File: src/rtl/gpio_pkg.sv
// Shared address map and widths for the GPIO port.
// Assumes a word-addressed bus of GPIO_AW address bits.
package gpio_pkg;
    localparam int GPIO_AW = 3;

    typedef enum logic [GPIO_AW-1:0] {
        A_DIR = 3'd0,
        A_LVL = 3'd1,
        A_BLK = 3'd2,
        A_POL = 3'd3,
        A_DIN = 3'd4,
        A_PER = 3'd5
    } gpio_addr_e;
endpackage

File: src/rtl/gpio_regs.sv
// Control register file: direction, level, blink enable, polarity, period.
// Assumes PW <= N. Writes land on the clock edge with wr_en high.
module gpio_regs
    import gpio_pkg::*;
#(
    parameter int N       = 32,
    parameter int PW      = 16,
    parameter int PER_RST = 999
) (
    input  logic               clk,
    input  logic               rst_n,
    input  logic               wr_en,
    input  logic [GPIO_AW-1:0] wr_addr,
    input  logic [N-1:0]       wr_data,
    output logic [N-1:0]       dir_q,
    output logic [N-1:0]       lvl_q,
    output logic [N-1:0]       blk_q,
    output logic [N-1:0]       pol_q,
    output logic [PW-1:0]      per_q
);
    // Register updates on bus writes; only the addressed register changes.
    always_ff @(posedge clk) begin
        if (!rst_n) begin
            dir_q <= '1;
            lvl_q <= '0;
            blk_q <= '0;
            pol_q <= '0;
            per_q <= PW'(PER_RST);
        end else if (wr_en) begin
            case (wr_addr)
                A_DIR:   dir_q <= wr_data;
                A_LVL:   lvl_q <= wr_data;
                A_BLK:   blk_q <= wr_data;
                A_POL:   pol_q <= wr_data;
                A_PER:   per_q <= wr_data[PW-1:0];
                default: ;
            endcase
        end
    end

    p_dir_write_r3: assert property (@(posedge clk) disable iff (!rst_n)
        (wr_en && wr_addr == A_DIR) |=> (dir_q == $past(wr_data)));

    p_unmapped_wr_r8: assert property (@(posedge clk) disable iff (!rst_n)
        (wr_en && wr_addr >= 3'd6) |=>
        ($stable(dir_q) && $stable(lvl_q) && $stable(blk_q) && $stable(pol_q) && $stable(per_q)));
endmodule

File: src/rtl/gpio_in_sync.sv
// Pad input path: two-flop synchronizer, polarity XOR, data-in capture.
// Assumes pad_in is asynchronous to clk.
module gpio_in_sync #(
    parameter int N = 32
) (
    input  logic         clk,
    input  logic         rst_n,
    input  logic [N-1:0] pad_in,
    input  logic [N-1:0] pol_q,
    output logic [N-1:0] din_q
);
    logic [N-1:0] s1_q, s2_q;

    // Two synchronizer stages, then the inverted or straight capture.
    always_ff @(posedge clk) begin
        if (!rst_n) begin
            s1_q  <= '0;
            s2_q  <= '0;
            din_q <= '0;
        end else begin
            s1_q  <= pad_in;
            s2_q  <= s1_q;
            din_q <= s2_q ^ pol_q;
        end
    end
endmodule

File: src/rtl/gpio_blink_gen.sv
// Shared blink phase: prescaler counts 0..per_q, then the phase toggles.
// Assumes per_q may change at any time; a count above it wraps next cycle.
module gpio_blink_gen #(
    parameter int PW = 16
) (
    input  logic          clk,
    input  logic          rst_n,
    input  logic [PW-1:0] per_q,
    output logic          phase_q
);
    logic [PW-1:0] cnt_q;

    // Prescaler count and phase toggle on wrap.
    always_ff @(posedge clk) begin
        if (!rst_n) begin
            cnt_q   <= '0;
            phase_q <= 1'b0;
        end else if (cnt_q >= per_q) begin
            cnt_q   <= '0;
            phase_q <= ~phase_q;
        end else begin
            cnt_q   <= cnt_q + 1'b1;
        end
    end

    p_toggle_on_wrap_r6: assert property (@(posedge clk) disable iff (!rst_n)
        (cnt_q >= per_q) |=> (phase_q != $past(phase_q)));

    p_hold_in_count_r6: assert property (@(posedge clk) disable iff (!rst_n)
        (cnt_q < per_q) |=> $stable(phase_q));
endmodule

File: src/rtl/gpio_blink_port.sv
// Top of the GPIO port: register file, input path, blink generator,
// per-pin output muxing and the read-data mux.
// Assumes N is at least PW + 1 so the period fits in read data.
module gpio_blink_port
    import gpio_pkg::*;
#(
    parameter int N       = 32,
    parameter int PW      = 16,
    parameter int PER_RST = 999
) (
    input  logic               clk,
    input  logic               rst_n,
    input  logic [GPIO_AW-1:0] bus_addr,
    input  logic [N-1:0]       bus_wdata,
    input  logic               bus_we,
    output logic [N-1:0]       bus_rdata,
    input  logic [N-1:0]       pad_in,
    output logic [N-1:0]       pad_out,
    output logic [N-1:0]       pad_oe
);
    logic [N-1:0]  dir_q, lvl_q, blk_q, pol_q, din_q;
    logic [PW-1:0] per_q;
    logic          phase_q;

    gpio_regs #(.N(N), .PW(PW), .PER_RST(PER_RST)) u_regs (
        .clk(clk), .rst_n(rst_n), .wr_en(bus_we), .wr_addr(bus_addr),
        .wr_data(bus_wdata), .dir_q(dir_q), .lvl_q(lvl_q), .blk_q(blk_q),
        .pol_q(pol_q), .per_q(per_q)
    );

    gpio_in_sync #(.N(N)) u_in (
        .clk(clk), .rst_n(rst_n), .pad_in(pad_in), .pol_q(pol_q), .din_q(din_q)
    );

    gpio_blink_gen #(.PW(PW)) u_blink (
        .clk(clk), .rst_n(rst_n), .per_q(per_q), .phase_q(phase_q)
    );

    // Per-pin driver: enable from direction, value from level or blink phase.
    for (genvar i = 0; i < N; i++) begin : g_pin
        always_comb begin
            pad_oe[i]  = ~dir_q[i];
            pad_out[i] = lvl_q[i] | (blk_q[i] & phase_q);
        end
    end

    // Read-data mux over the word address map; holes read zero.
    always_comb begin
        case (bus_addr)
            A_DIR:   bus_rdata = dir_q;
            A_LVL:   bus_rdata = lvl_q;
            A_BLK:   bus_rdata = blk_q;
            A_POL:   bus_rdata = pol_q;
            A_DIN:   bus_rdata = din_q;
            A_PER:   bus_rdata = {{(N-PW){1'b0}}, per_q};
            default: bus_rdata = '0;
        endcase
    end

    p_unmapped_rd_r8: assert property (@(posedge clk) disable iff (!rst_n)
        (bus_addr >= 3'd6) |-> (bus_rdata == '0));

    p_no_blink_static_r4: assert property (@(posedge clk) disable iff (!rst_n)
        (blk_q == '0) |-> (pad_out == lvl_q));

    p_din_ro_r9: assert property (@(posedge clk) disable iff (!rst_n)
        (bus_we && bus_addr == A_DIN) |=>
        ($stable(dir_q) && $stable(lvl_q) && $stable(blk_q) && $stable(pol_q)));
endmodule

File: config.mk
export PLATFORM = sky130hd
export DESIGN_NAME = gpio_blink_port
export DESIGN_NICKNAME = d
export VERILOG_FILES = /design/src/rtl/gpio_pkg.sv /design/src/rtl/gpio_regs.sv /design/src/rtl/gpio_in_sync.sv /design/src/rtl/gpio_blink_gen.sv /design/src/rtl/gpio_blink_port.sv
export SDC_FILE = /design/constraint.sdc
export NUM_CORES = 1
export LEC_CHECK = 0
export ABC_AREA = 1
export BUFFER_PORTS_ARGS = -buffer_cell sky130_fd_sc_hd__buf_2
export CAP_MARGIN = 30
export CORE_MARGIN = 2
export CORE_UTILIZATION = 40
export CTS_BUF_LIST = sky130_fd_sc_hd__clkbuf_4
export CTS_CLUSTER_SIZE = 10
export DETAILED_ROUTE_END_ITERATION = 12
export GPL_TIMING_DRIVEN = 0
export PLACE_DENSITY = 0.61
export SLEW_MARGIN = 20
export SYNTH_ARGS = -nofsm -noshare
export SYNTH_HDL_FRONTEND = slang
export SYNTH_SLANG_ARGS = --single-unit
export TNS_END_PERCENT = 100
File: constraint.sdc
create_clock -name clk -period 1.68 [get_ports clk]
set_input_delay 0.252 -clock clk [delete_from_list [all_inputs] [get_ports clk]]
set_output_delay 0.252 -clock clk [all_outputs]
set_load 0.01 [all_outputs]
==> metrics.md, run 1 <==
| Metric | Value |
|---|---|
| # rows | 58 |
| Initial core utilization | 40.76% |
| Reg2Reg Launch Point | u_regs.per_q[13]$_SDFFE_PN0P_ |
| RR Endpoint | u_blink.phase_q$_SDFFE_PN0P_ |
| Initial DRC Count | 965 |
| Pin count of the biggest net entering global routing | 13 |
| Detailed Route WL | 37.19 mm |
| Mapped Area | slightly above 10000 µm² |
| Detailed-route wire length per cell | 18.32 µm |
| Mapped Cells | 1296 |
| Hold crit path type | in2reg |
| Pre-CTS setup slack | -0.3753 ns |
| Clock Pin Slew Worst Setup and Hold Paths | approximately 0.060 ns |
| Die X | approximately 160 µm |
| Placed wire-length estimate | ~25 mm |
| Die H | between 150 and 200 µm |
| H-Tree Depth | 3 |
| VDD IR-drop max | roughly 460 µV |
| Fmax | 507.4 MHz |
| Most common cell after layout, fill and taps aside | dfxtp_1 |
| Sequential-to-total area share from yosys stat | 50.13% |
| Post-route ant nets | 0 |
| Max-slew violations | 0 |
| Status | finished, violations left |
| Drt pass-1 iters | 7 |
| Arrival time worst endpoint | 1.72 ns |
| Rel. slew slack | 40.42% |
| Syn Nets | 1383 |
| Util after Layout | around three fifths |
| Core ar. | 25180 µm² |
| Worst slew pin tran | just under 0.9 ns |
| Final setup margin | -0.2908 ns |
| Routability cong. | 0.9501 |
| Global-route usage over all layers | 26.91% |
| FF-to-FF setup slack | -0.01 ns |
| Clk root buf | clkbuf_4 |
| Critical path origin | u_blink.phase_q$_SDFFE_PN0P_ |
| Minimum clock period | 1.971 ns |
| Flop and latch count out of synthesis | around 260 |
| I/O pin count | 166 |
| Final Skew | 0.05070 ns |
| Vias per cell | 5.106 |
| FF-to-FF path depth | 9 |
| CTS Buffer Depth | 3 |
| Cell leakage power | roughly 7 nW |
| RSZ-0062 raised after global routing | true |
| Final Hold Viols | 0 |
| Top post-synthesis cells by area | dfxtp_1 50%, nand2_1 7.6%, inv_1 6.6% |
| Post-synth top flop | dfxtp_1 |
| Yosys top cell area share | between 50% and 60% |
| Port bufs | 163 |
| First-pass GRT wire length | 54.27 mm |
| Warnings, synthesis | 0 |
| Synth-to-layout area growth | 43.05% |
| Failing checks | setup timing |
| Unique masters post-synth | 31 |
| Hold WS | 0.04593 ns |
| Vias in the first global route | 9586 |
| Critical path class | reg2out |
| Power per cell area | 891.6 nW/µm² |
| Worst-path fanout max | 5 |
| Remaining DRCs | 0 |
| Final setup fails | 69 |
| Clock Sinks | 257 |
| Synth area leader | dfxtp_1 |
| Critical path required time | 1.43 ns |
| Worst-skew pair later-pin latency | 0.70 ns |
| Critical path endpoint | pad_out[16] |
| Most frequent cells in the layout | 203 x dfxtp_1, 174 x nand2_1, 169 x buf_2 |
| Max-cap viol count | 0 |
| Clock buffer count from CTS | 70 |
| Initial antenna violation count | 4 |
| TritonCTS clock tree | built |
| Crit. End Element | primary output |
| Share of cells above drive strength 1 | 37.07% |
| Final #Nets | 1750 |
| Syn Area/Cell | just under 8 µm² |
| Total gr overflow | 0 |
| Die area | 26960 µm² |
| Setup TNS | -10.08 ns |
| Number of enable flip-flop cells after synthesis | 0 |
| Via count | 10.37k |
| Ys async rst share | 0% |
| Fin crit share | 117.3% |
| Critical path launch point type | flip-flop |
-- area by class of cell --
type / instances / area, µm²
Tap cell: 330 / 412.9
Antenna cell: 3 / 7.507
Timing Repair Buffer: 296 / 2173
Clock buffer: 93 / 698.2
Inverter: 188 / 733.2
Clock inverter: 13 / 82.58
Fill cell: 2286 / 10500
Multi-Input combinational cell: 776 / 4872
Sequential cell: 257 / 5223
Buffer: 74 / 479.2
-- registers in the layout, indices dropped and copies added (netlist names) --
| register | flops |
|---|---|
| u_blink.cnt_q | 16 |
| u_blink.phase_q | 1 |
| u_in.din_q | 32 |
| u_in.s1_q | 32 |
| u_in.s2_q | 32 |
| u_regs.blk_q | 32 |
| u_regs.dir_q | 32 |
| u_regs.lvl_q | 32 |
| u_regs.per_q | 16 |
| u_regs.pol_q | 32 |
-- metrics by stage --
| step | instance area (µm²) | instances | total power [W] |
|---|---|---|---|
| 2_1_floorplan | 10260 | 1296 | 0.007140 |
| 3_3_place_gp | 11490 | 1789 | 0.007647 |
| 3_5_place_dp | 11490 | 1789 | 0.007662 |
| 4_1_cts | 14110 | 2010 | 0.01305 |
| 5_1_grt | 14680 | 2030 | 0.01362 |
| 6_report | 14680 | 2030 | 0.01309 |
-- cells in the mapped netlist, drive strengths merged (5+ instances only) --
library cell    n
a21o           10
a21oi         122
a22oi          21
buf            41
clkbuf         34
dfxtp         257
ha             17
inv           187
nand2         208
nand3          36
nor2          117
nor3            6
o2111ai         5
o211ai         43
o21ai         122
o221ai         15
o22ai           7
xnor2          34
xor2            7
-- timing repair --
item                                    in CTS  in global routing
pin swaps                                   57                 32
gates cloned                                 3                  1
hold endpoints to repair                   175                  0
hold buffers                                65                  0
resized for setup                          270                115
endpoints found under the setup margin      80                 82
setup buffers                               48                 17
-- worst max-delay path, stage by stage (launching register included) --
cell	delay (ns)
dfxtp_4	0.39
clkinvlp_4	0.16
clkbuf_8	0.21
o21ai_4	0.14
buf_2	0.15
-- cells by family after synthesis --
family	count (synthesis)	share of synthesized area [%]
DFF	257	50.13
xor gates and xnor gates	41	3.499
and+or+nand+nor	372	14.56
adders and majority gates	17	2.072
buffers and inverters	263	10.22
AOI/OAI and AO/OA	346	19.53
-- report_power, final --
part / internal [W] / switching [W] / total [W] / leakage, nW
clock: 0.00257 / 0.00258 / 0.00515 / 0.461
combinational: 0.000617 / 0.000883 / 0.00150 / 4.24
sequential: 0.00632 / 0.000120 / 0.00644 / 2.12
-- worst min path at each step --
stage | to | startpoint | slack (ns) | depth (start not counted)
global placement | u_in.s2_q[30]$_SDFF_PN0_ | u_in.s1_q[30]$_SDFF_PN0_ | 0.40 | 2
floorplan | u_in.s1_q[0]$_SDFF_PN0_ | pad_in[0] | 0.35 | 2
finish | u_blink.cnt_q[5]$_SDFF_PP0_ | rst_n | 0.05 | 3
CTS | u_blink.cnt_q[5]$_SDFF_PP0_ | rst_n | 0.02 | 3
detailed placement | u_in.s2_q[27]$_SDFF_PN0_ | u_in.s1_q[27]$_SDFF_PN0_ | 0.40 | 2
global route | u_blink.cnt_q[3]$_SDFF_PP0_ | rst_n | 0.06 | 3
-- routing by layer --
layer | GRT usage, % | up-vias | wire length [µm]
met4 | 12.88 | 0 | 1627
met1 | 34.31 | 4682 | 14860
li1 | - | 4979 | -
met5 | 0 | - | 0
met3 | 7.626 | 125 | 4198
met2 | 41.92 | 580 | 16510
No activity file was read; power rests on OpenSTA's default activity.
==> run 2, diff against run 1 <==
Settings changed: BUFFER_PORTS_ARGS -buffer_cell sky130_fd_sc_hd__buf_2 to not set, CORE_MARGIN 2 to 5, CORE_UTILIZATION 40 to 60, DONT_BUFFER_PORTS set to 1, PLACE_DENSITY 0.61 to 0.77.
==> run 2 against run 1 <==
Compared with the run above:
- the run still ends with setup timing left
- first-iteration DRC count increased by 46%
- sequential share of layout area rose by 2.8 points
- worst setup slack improved by 0.0073 ns
- final area shrank 7.4%
- routed wire length is 1.8% higher
- power is 3.9% higher
- clock-buffer cell count is 5 higher
- maximum frequency rose by 0.37%
- die area is 26% lower
- final cell count decreased by 14%
- critical path type unchanged
- critical endpoint is now pad_out[17]
- highest routed layer is now met5
==> metrics.md, run 2 (synthesis gave the netlist of run 1 again) <==
| Metric | Value |
|---|---|
| Status | finished, violations left |
| Failing checks | setup timing |
| Core ar. | 16700 µm² (-34%) |
| Initial antenna violation count | 2 (-2) |
| Routability cong. | 1.020 (+7.4%) |
| Power per cell area | 999.9 nW/µm² (+12%) |
| Worst path depth | 3 (-1) |
| Clock Sinks | 257 (unchanged) |
| Fin crit share | 116.9% (-0.44 points) |
| Clock buffer count from CTS | 68 (-2.9%) |
| RSZ-0062 raised after global routing | true |
| RR Endpoint | u_blink.cnt_q[1]$_SDFF_PP0_ |
| Initial DRC Count | 1410 (+46%) |
| Final setup fails | 63 (-8.7%) |
| Worst slew pin tran | 0.8542 ns (-0.03958 ns) |
| FF-to-FF setup slack | -0.02 ns (about the same) |
| Synth-to-layout area growth | 32.46% |
| Hold WS | 0.06168 ns (+0.01575 ns) |
| Fmax | 509.3 MHz (+0.37%) |
| First-pass GRT wire length | 53.74 mm (-0.97%) |
| Critical path endpoint | pad_out[17] |
| Crit-path slowest cell | dfxtp_4 |
| I/O pin count | 166 (unchanged) |
| Remaining DRCs | 0 (unchanged) |
| Port bufs | 0 (-100%) |
| Util after Layout | 81.41% (+23 points) |
| Via count | 10.45k (+0.76%) |
| Delay-heaviest family, CP | buffers and inverters |
| NetSw | 0.003541 W (-1.3%) |
| # rows | 47 (-19%) |
| Drt pass-1 iters | 8 (+1) |
| Critical path origin | u_blink.phase_q$_SDFFE_PN0P_ |
| Cell leakage power | 5.894 nW (-14%) |
| Placed wire-length estimate | 23.66 mm (-7.1%) |
| Critical path required time | 1.43 ns (about the same) |
| Global-route usage over all layers | 34.77% (+7.9 points) |
| Overall Power | 0.01359 W (+3.9%) |
| Die area | 19820 µm² (-26%) |
| VDD IR-drop max | 760.9 µV (+65%) |
| Pin count of the biggest net entering global routing | 11 (-2) |
| Arrival time worst endpoint | 1.71 ns (about the same) |
| Reg2Reg Launch Point | u_regs.per_q[4]$_SDFFE_PN0P_ |
| Worst-path fanout max | 7 (+2) |
| Vias per cell | 6.006 (+18%) |
| Critical path class | reg2out |
| Critical path launch point type | flip-flop |
| Clock Pin Slew Worst Setup and Hold Paths | 0.08 ns (+0.02 ns) |
| Max-cap viol count | 0 (unchanged) |
| FF-to-FF path depth | 13 (+4) |
| CP bufs+invs | 2 (-1) |
| Hold crit path type | in2reg |
| Most common cell after layout, fill and taps aside | dfxtp_1 |
| Most frequent cells in the layout | 202 x dfxtp_1, 178 x nand2_1, 141 x inv_1 |
| Clk root buf | clkbuf_4 |
| Clock share of power | 42.8% (+3.5 points) |
| Total gr overflow | 0 (unchanged) |
| Detailed-route wire length per cell | 21.77 µm (+19%) |
| Die H | 140.8 µm (-14%) |
| Final #Nets | 1563 (-11%) |
| Sequential Power Share | 47.5% (-1.7 points) |
| H-Tree Depth | 3 (unchanged) |
| Max-slew violations | 0 (unchanged) |
| Final Hold Viols | 0 (unchanged) |
| Critical Path Max Stage Delay | 0.37 ns (-0.02 ns) |
| Final Skew | 0.02602 ns (-0.02468 ns) |
| Initial core utilization | 61.45% (+21 points) |
| Crit. End Element | primary output |
| Rel. slew slack | 43.06% (+2.6 points) |
| Cell internal pwr | 0.01005 W (+5.8%) |
| Min-Delay Path Depth | 5 (+2) |
| Post-route ant nets | 0 (unchanged) |
| CP Cell Sequence | clkinvlp_4 -> clkbuf_16 -> o21ai_4 |
| Share of cells above drive strength 1 | 29.95% (-7.1 points) |
| Switching Fraction | 26.04% (-1.4 points) |
| Gate power share | 9.7% (-1.8 points) |
| CTS Buffer Depth | 3 (unchanged) |
| Vias in the first global route | 9399 (-2.0%) |
| TritonCTS clock tree | built |
| Final setup margin | -0.2835 ns (+0.007334 ns) |
| Worst-skew pair later-pin latency | 0.67 ns (-0.03 ns) |
| Minimum clock period | 1.963 ns (-0.007334 ns) |
| Detailed Route WL | 37.86 mm (+1.8%) |
| Die X | 140.8 µm (-14%) |
run 2: cell type report:
cell class	instances	area, µm²
multi-input combinational	776	4992
sequential	257	5221
inverter	188	742.0
fill	1017	3105
clock buffer	98	735.7
clock inverter	12	158.9
tap	220	275.3
timing repair buffer	111	1064
buffer	74	399.1
antenna	3	7.507
run 2: timing repair:
action,CTS,global route
setup endpoints to repair,80,80
buffers inserted,22,21
pin swaps,43,37
endpoints found under the hold margin,176,0
hold buffers,65,0
gates cloned,2,1
gates resized for setup,234,117
run 2: worst reg2reg max path, delay by kind of cell, from the launching register on:
family	cells	cell delay (ns)
fa+ha+maj	1	0.20
buf+inv	4	0.40
flops	1	0.34
simple gates	8	0.68
run 2: metrics by stage:
| step | cells | worst slack [ns] | instance area (µm²) | TNS [ns] |
|---|---|---|---|---|
| CTS | 1715 | -0.2588 | 12990 | -6.239 |
| finish | 1739 | -0.2835 | 13600 | -5.534 |
| detailed placement | 1516 | -0.2951 | 10540 | -4.049 |
| global route | 1737 | -0.2949 | 13590 | -7.482 |
| floorplan | 1296 | 0.1294 | 10260 | 0 |
| global placement | 1516 | -0.2632 | 10540 | -3.425 |
run 2: routing by layer:
layer	global-route usage (%)	vias to the layer above	part of all wire [%]
met1	45.35	4714	36
met4	18.41	2	7.0
met5	0	-	0.021
met3	11.01	244	14
met2	51.64	862	43
li1	-	4623	-
run 2: how the worst min path moves through the flow:
stage	endpoint	slack, ns	from
3_3_place_gp	u_in.s1_q[25]$_SDFF_PN0_	0.35	pad_in[25]
2_1_floorplan	u_in.s1_q[0]$_SDFF_PN0_	0.35	pad_in[0]
4_1_cts	u_blink.cnt_q[5]$_SDFF_PP0_	0.008	rst_n
5_1_grt	u_blink.cnt_q[5]$_SDFF_PP0_	0.06	rst_n
6_report	u_regs.dir_q[0]$_SDFFE_PN1P_	0.06	bus_addr[1]
3_5_place_dp	u_in.s1_q[10]$_SDFF_PN0_	0.35	pad_in[10]
run 2: power by group through the flow:
stage	clock network, W	registers [W]	logic, W
CTS	0.00578	0.00643	0.00117
floorplan	0	0.00652	0.000621
detailed placement	0	0.00655	0.000854
global placement	0	0.00655	0.000836
global route	0.00613	0.00646	0.00139
finish	0.00582	0.00645	0.00132
